`config.mk`:
```
export PLATFORM = sky130hd
export DESIGN_NAME = pingpong_phase_ctl
export DESIGN_NICKNAME = d
export VERILOG_FILES = /design/src/rtl/pingpong_pkg.sv /design/src/rtl/ppc_break_pair.sv /design/src/rtl/ppc_interval_seq.sv /design/src/rtl/pingpong_phase_ctl.sv
export SDC_FILE = /design/constraint.sdc
export NUM_CORES = 1
export LEC_CHECK = 0
export BUFFER_PORTS_ARGS = -buffer_cell sky130_fd_sc_hd__buf_2
export CAP_MARGIN = 20
export CORE_MARGIN = 2
export CORE_UTILIZATION = 58
export DETAILED_ROUTE_END_ITERATION = 10
export PLACE_DENSITY = 0.79
export SKIP_LAST_GASP = 1
export SYNTH_ARGS = -nofsm -noshare
export SYNTH_HDL_FRONTEND = slang
export SYNTH_SLANG_ARGS = --single-unit
```
`constraint.sdc`:
```
create_clock -name clk -period 7.4 [get_ports clk]
set_input_delay 0.37 -clock clk [delete_from_list [all_inputs] [get_ports clk]]
set_output_delay 0.37 -clock clk [all_outputs]
set_load 0.1 [all_outputs]
```
`src/rtl/pingpong_pkg.sv`:
```
package pingpong_pkg;

  // Which integrator is currently accumulating.
  typedef enum logic {
    SIDE_L = 1'b0,
    SIDE_R = 1'b1
  } side_e;

  // Two-wire request: bit 0 = first wire, bit 1 = second wire, one-hot.
  typedef logic [1:0] pair_t;

  localparam pair_t PAIR_A = 2'b01;
  localparam pair_t PAIR_B = 2'b10;
  localparam pair_t PAIR_NONE = 2'b00;

endpackage

```
`src/rtl/ppc_break_pair.sv`:
```
module ppc_break_pair
  import pingpong_pkg::*;
#(
  parameter int DW      = 2,
  parameter bit ACT_LOW = 1'b0
) (
  input  logic          clk,
  input  logic          rs_n,
  input  pair_t         want,
  input  logic [DW-1:0] dead,
  output logic          out_a,
  output logic          out_b
);

  localparam logic [DW-1:0] ONE_W = DW'(1);

  pair_t         act_q, act_d;
  logic [DW-1:0] cnt_q, cnt_d;
  logic [DW-1:0] dead_eff;
  logic          busy;

  assign dead_eff = (dead == '0) ? ONE_W : dead;
  assign busy     = (act_q != want);

  // Break first, wait the dead time, then make.
  always_comb begin
    act_d = act_q;
    cnt_d = cnt_q;
    if (busy) begin
      if (act_q != PAIR_NONE) begin
        act_d = PAIR_NONE;
        cnt_d = dead_eff - ONE_W;
      end else if (cnt_q == '0) begin
        act_d = want;
      end else begin
        cnt_d = cnt_q - ONE_W;
      end
    end
  end

  always_ff @(posedge clk or negedge rs_n) begin
    if (!rs_n) begin
      act_q <= PAIR_NONE;
      cnt_q <= '0;
    end else if (busy) begin
      act_q <= act_d;
      cnt_q <= cnt_d;
    end
  end

  generate
    if (ACT_LOW) begin : g_low
      assign out_a = ~act_q[0];
      assign out_b = ~act_q[1];
    end else begin : g_high
      assign out_a = act_q[0];
      assign out_b = act_q[1];
    end
  endgenerate

endmodule

```
`src/rtl/ppc_interval_seq.sv`:
```
module ppc_interval_seq
  import pingpong_pkg::*;
#(
  parameter int CW  = 8,
  parameter int RLW = 4
) (
  input  logic           clk,
  input  logic           rs_n,
  input  logic           chip_stb,
  input  logic           intv_stb,
  input  logic [RLW-1:0] rlen,
  output side_e          side_o,
  output logic           first_o,
  output logic           clr_l,
  output logic           clr_r
);

  localparam logic [CW-1:0] CNT_MAX = {CW{1'b1}};
  localparam logic [CW-1:0] ONE_C   = CW'(1);

  side_e          side_q, side_d;
  logic           first_q, first_d;
  logic [CW-1:0]  cnt_q, cnt_d;
  logic [CW-1:0]  last_q, last_d;
  logic [CW-1:0]  rlen_eff;
  logic [CW:0]    reach;
  logic           window;
  logic           upd;

  assign upd = intv_stb | chip_stb;

  always_comb begin
    side_d  = side_q;
    first_d = first_q;
    cnt_d   = cnt_q;
    last_d  = last_q;
    if (intv_stb) begin
      side_d  = (side_q == SIDE_L) ? SIDE_R : SIDE_L;
      first_d = 1'b0;
      cnt_d   = '0;
      last_d  = (chip_stb && cnt_q != CNT_MAX) ? cnt_q + ONE_C : cnt_q;
    end else if (chip_stb && cnt_q != CNT_MAX) begin
      cnt_d = cnt_q + ONE_C;
    end
  end

  always_ff @(posedge clk or negedge rs_n) begin
    if (!rs_n) begin
      side_q  <= SIDE_L;
      first_q <= 1'b1;
      cnt_q   <= '0;
      last_q  <= '0;
    end else if (upd) begin
      side_q  <= side_d;
      first_q <= first_d;
      cnt_q   <= cnt_d;
      last_q  <= last_d;
    end
  end

  // Clear window: remaining chips of the interval fit within the clear length.
  assign rlen_eff = (rlen == '0) ? ONE_C : CW'(rlen);
  assign reach    = {1'b0, cnt_q} + {1'b0, rlen_eff};
  assign window   = (last_q != '0) && (reach >= {1'b0, last_q});

  assign clr_l   = first_q | ((side_q == SIDE_R) & window);
  assign clr_r   = first_q | ((side_q == SIDE_L) & window);
  assign side_o  = side_q;
  assign first_o = first_q;

endmodule

```
`src/rtl/pingpong_phase_ctl.sv`:
```
module pingpong_phase_ctl
  import pingpong_pkg::*;
#(
  parameter int CW  = 8,
  parameter int RLW = 4,
  parameter int DW  = 2
) (
  input  logic           clk,
  input  logic           rst_n,
  input  logic           chip_stb,
  input  logic           intv_stb,
  input  logic           chip_bit,
  input  logic [RLW-1:0] rst_len,
  input  logic [DW-1:0]  dead_sel,
  output logic           chip_p,
  output logic           chip_n,
  output logic           int_sel_l_n,
  output logic           int_sel_r_n,
  output logic           out_sel,
  output logic           out_sel_l_n,
  output logic           out_sel_r_n,
  output logic           clr_l,
  output logic           clr_r
);

  logic [1:0] rsync_q;
  logic       rs_n;
  side_e      side;
  logic       first_w;
  pair_t      want_chip, want_int, want_out;

  // Asynchronous assert, synchronous release.
  always_ff @(posedge clk or negedge rst_n) begin
    if (!rst_n) rsync_q <= '0;
    else        rsync_q <= {rsync_q[0], 1'b1};
  end
  assign rs_n = rsync_q[1];

  ppc_interval_seq #(.CW(CW), .RLW(RLW)) u_seq (
    .clk      (clk),
    .rs_n     (rs_n),
    .chip_stb (chip_stb),
    .intv_stb (intv_stb),
    .rlen     (rst_len),
    .side_o   (side),
    .first_o  (first_w),
    .clr_l    (clr_l),
    .clr_r    (clr_r)
  );

  assign want_chip = chip_bit ? PAIR_A : PAIR_B;
  assign want_int  = (side == SIDE_L) ? PAIR_A : PAIR_B;
  assign want_out  = (side == SIDE_L) ? PAIR_B : PAIR_A;
  assign out_sel   = (side == SIDE_L);

  ppc_break_pair #(.DW(DW), .ACT_LOW(1'b0)) u_chip (
    .clk (clk), .rs_n (rs_n), .want (want_chip), .dead (dead_sel),
    .out_a (chip_p), .out_b (chip_n)
  );

  ppc_break_pair #(.DW(DW), .ACT_LOW(1'b1)) u_int (
    .clk (clk), .rs_n (rs_n), .want (want_int), .dead (dead_sel),
    .out_a (int_sel_l_n), .out_b (int_sel_r_n)
  );

  ppc_break_pair #(.DW(DW), .ACT_LOW(1'b1)) u_out (
    .clk (clk), .rs_n (rs_n), .want (want_out), .dead (dead_sel),
    .out_a (out_sel_l_n), .out_b (out_sel_r_n)
  );

endmodule

```
==> impl_results.md <==
* Syn Area/Cell at between 9 and 10 um2
* Site row count at 21
* Ratio of cells with drive above 1 in the final layout at 14.4%
* Final design area excluding fillers at approximately 2100 um2
* Initial core utilization at roughly three fifths
* Fin. Hold Viols at 0
* WS Path Type: register to output port
* Die area at 3850 um2
* Status: finished clean
* Number of port buffers at 19
* Global-route wire length before repair at 6.07 mm
* Routed wire length at 3.56 mm
* Antenna violations before repair at 0
* Critical Path Source Type: register
* Pre-CTS WS at around 3.6 ns
* Switching share of power at 47.6%
* Asr flop ratio synth at 100%
* Vias in the first global route at ~1.4k
* Final worst setup slack at ~3.6 ns
* Remaining global-route overflow at 0
* Comb pwr share at 47.8%
* Hold Buf Count CTS at 1
* CTS tree: built
* Core region area at 3280 um2
* CP Data Arrival Time at about 3.5 ns
* Die height at 62.1 um
* Syn_nets at about 240
* Clock Skew at 0.00885 ns
* First drt pass iteration count at 5
* Max Buffers Root-to-Sink at 2
* CP max-delay cell: fa_1
* ANT cells at 0
* Clock latency on the worst-skew pair at between 0.3 and 0.4 ns
* Required @ worst endpoint at approximately 7.0 ns
* Peak supply drop at between 0.2 and 0.3 mV
* # setup viols final at 0
* Number of top-level pins at 20
* Placed insts at about 270
* Final #Nets at approximately 260
* Routed wire per std cell at roughly 13 um
* Period minus WS final at roughly 3.8 ns
* Most used DFF post-synth: dfrtp_1
* Largest stage delay, worst path at 0.44 ns
* Largest cells by area after synthesis: dfrtp_1, ha_1, nor2_1
* Synth cell types at 43
* Clock Sinks at 32
* CTS H-tree depth at 2
* Leakage dissipation at 1.01 nW
* Total GRT Usage at 22.2%
* Largest net degree at the start of global routing at 31
* Worst Setup End Kind: output port
* Antenna Violating Nets Remaining at 0
* Final std cells w/o fill at 282
* Power Internal at 0.359 mW
* Switching Power at about 0.33 mW
* Yosys reg bits at 32
* Sequential share of the synthesized area at 41.0%
* Hold Crit Class: input pin to register
* Mapped Area at 1960 um2
* Post-CTS Setup Bufs at 0
* Maximum fanout along the worst path at 4
* Vias post-DR at 1503
* Pwr dens at between 300 and 400 nW/um2
* Layout area overhead at 8.51%
* Final cycle utilization of the critical path at 51.8%
* Most frequent CP cell: a21oi_1
* Post-CTS sizing at 0
* Dominant cell type by area after synthesis: dfrtp_1
* DRC at 0
* RSZ-0062 raised after global routing: no
* Die Width at 62.1 um
* Post-Syn Instances at around 220
* CP cell instances: ha_1 -> inv_1 -> fa_1 -> nand2b_1 -> a21oi_1 -> nand3_1 -> xnor2_1 -> ha_1 -> nand3_1 -> o221ai_1 -> a21oi_1 -> a21oi_1 -> buf_2
* Top-area cell type share of the netlist area at 39.7%
* Count leader, synth: nor2_1
* Yosys warns at 0
* Post-synth EDFFs at 0
* Clock Tree Root: clkbuf_4
* Critical path's top delay family: adder cells
* Total CTS buffers at 5
* Most instantiated cells after synthesis: nor2_1, dfrtp_1, inv_1, a21oi_1, ha_1
* Worst-path clk slew at 0.10 ns
* Slew Limit Fails at 0
* Placer Congestion at 0.807
* Total Power at 0.686 mW
* F_max at 0.261 GHz
* Clock share of power at 15.6%
* Setup TNS Final at 0 ns
* DP Wirelength at 2.61 mm
* Sequential share of power at 36.6%
* Max-cap viol count at 0
* Placed cell areas at ~2100 um2
* Via-to-Cell Ratio at 5.33
* Buf/Inv on CP at 2
* DRT iter0 DRCs at 46
cell usage in the layout, fill, tap and decap left out, drive strengths merged:
| cell type | instances |
|---|---|
| buf | 20 |
| dfstp | 1 |
| nand4 | 2 |
| and4 | 2 |
| fa | 1 |
| nand3 | 6 |
| o221ai | 1 |
| o2111ai | 1 |
| o32ai | 2 |
| xnor2 | 6 |
| clkbuf | 8 |
| xor2 | 4 |
| and3 | 1 |
| a211oi | 2 |
| and2 | 1 |
| mux2i | 2 |
| o31ai | 2 |
| or2 | 1 |
| dfrtp | 31 |
| nor3 | 11 |
| conb | 1 |
| ha | 16 |
| a21o | 1 |
| o211ai | 1 |
| nand2b | 7 |
| nor4 | 3 |
| o22ai | 1 |
| a31oi | 2 |
| nor2 | 35 |
| o21a | 1 |
| inv | 24 |
| o21ai | 7 |
| a221o | 1 |
| a21oi | 18 |
| nor2b | 3 |
| mux2 | 4 |
| dlygate4sd3 | 1 |
| a211o | 1 |
| nand2 | 4 |
metrics by stage:
stage	hold slack (ns)	utilization [%]
2_1_floorplan	0.0744	-
3_3_place_gp	0.156	62.5
3_5_place_dp	0.158	62.5
4_1_cts	0.219	64.6
5_1_grt	0.224	64.6
6_report	0.231	64.6
cell type report:
class                      instances  area, um2
clock buffer                       8       58.8
fill                             296       1160
inverter                          24       90.1
multi-input combinational        151       1000
sequential                        32        802
tap                               46       57.6
timing repair buffer              21        113
per-layer routing:
layer	vias up	wire, um	part of all wire, %	global-route usage [%]
met2	22	1750	49	37.5
met5	-	0	0	0
met1	697	1650	46	28.2
met3	5	112	3.1	5.80
li1	779	-	-	-
met4	0	44	1.2	6.38
state kept, by name (all words and copies together), names as in the netlist:
register / flops
u_seq.side_o: 1
u_out.cnt_q: 2
rsync_q: 2
u_int.cnt_q: 2
u_seq.cnt_q: 8
u_seq.first_o: 1
u_chip.act_q: 2
u_seq.last_q: 8
u_out.act_q: 2
u_chip.cnt_q: 2
u_int.act_q: 2
cells by family (layout without fill, tap and decap cells):
group,count (synthesis),count (layout),share of synthesized area [%]
multiplexers,6,6,3.33
buffers and inverters,32,53,7.81
other,1,1,0.192
AND/OR/NAND/NOR,76,76,19.1
adder cells (fa/ha/maj),17,17,11.3
AO/OA/AOI/OAI,41,41,12.8
XOR/XNOR,10,10,4.48
flip-flops,32,32,41.0
power groups by stage:
| stage | Combinational [mW] | Clock (mW) | Sequential, mW |
|---|---|---|---|
| after floorplan | 0.253 | 0 | 0.274 |
| after global routing | 0.365 | 0.118 | 0.258 |
| after detailed placement | 0.328 | 0 | 0.252 |
| after CTS | 0.331 | 0.110 | 0.250 |
| final | 0.328 | 0.107 | 0.251 |
| after global placement | 0.320 | 0 | 0.253 |
path summary, 6_finish.rpt:
check,slack (ns),from,cells after the start,endpoint
min reg2reg,0.24,rsync_q[1],1,u_seq.last_q[1]
max reg2reg,5.87,u_seq.cnt_q[1],5,u_seq.last_q[1]
min,0.23,chip_bit,2,u_chip.act_q[1]
max,3.57,u_seq.cnt_q[0],13,clr_r
max in group asynchronous,6.83,rsync_q[1],1,u_seq.first_o
min in group asynchronous,0.24,rsync_q[1],1,u_seq.last_q[1]
(Power assumes the default switching activity.)
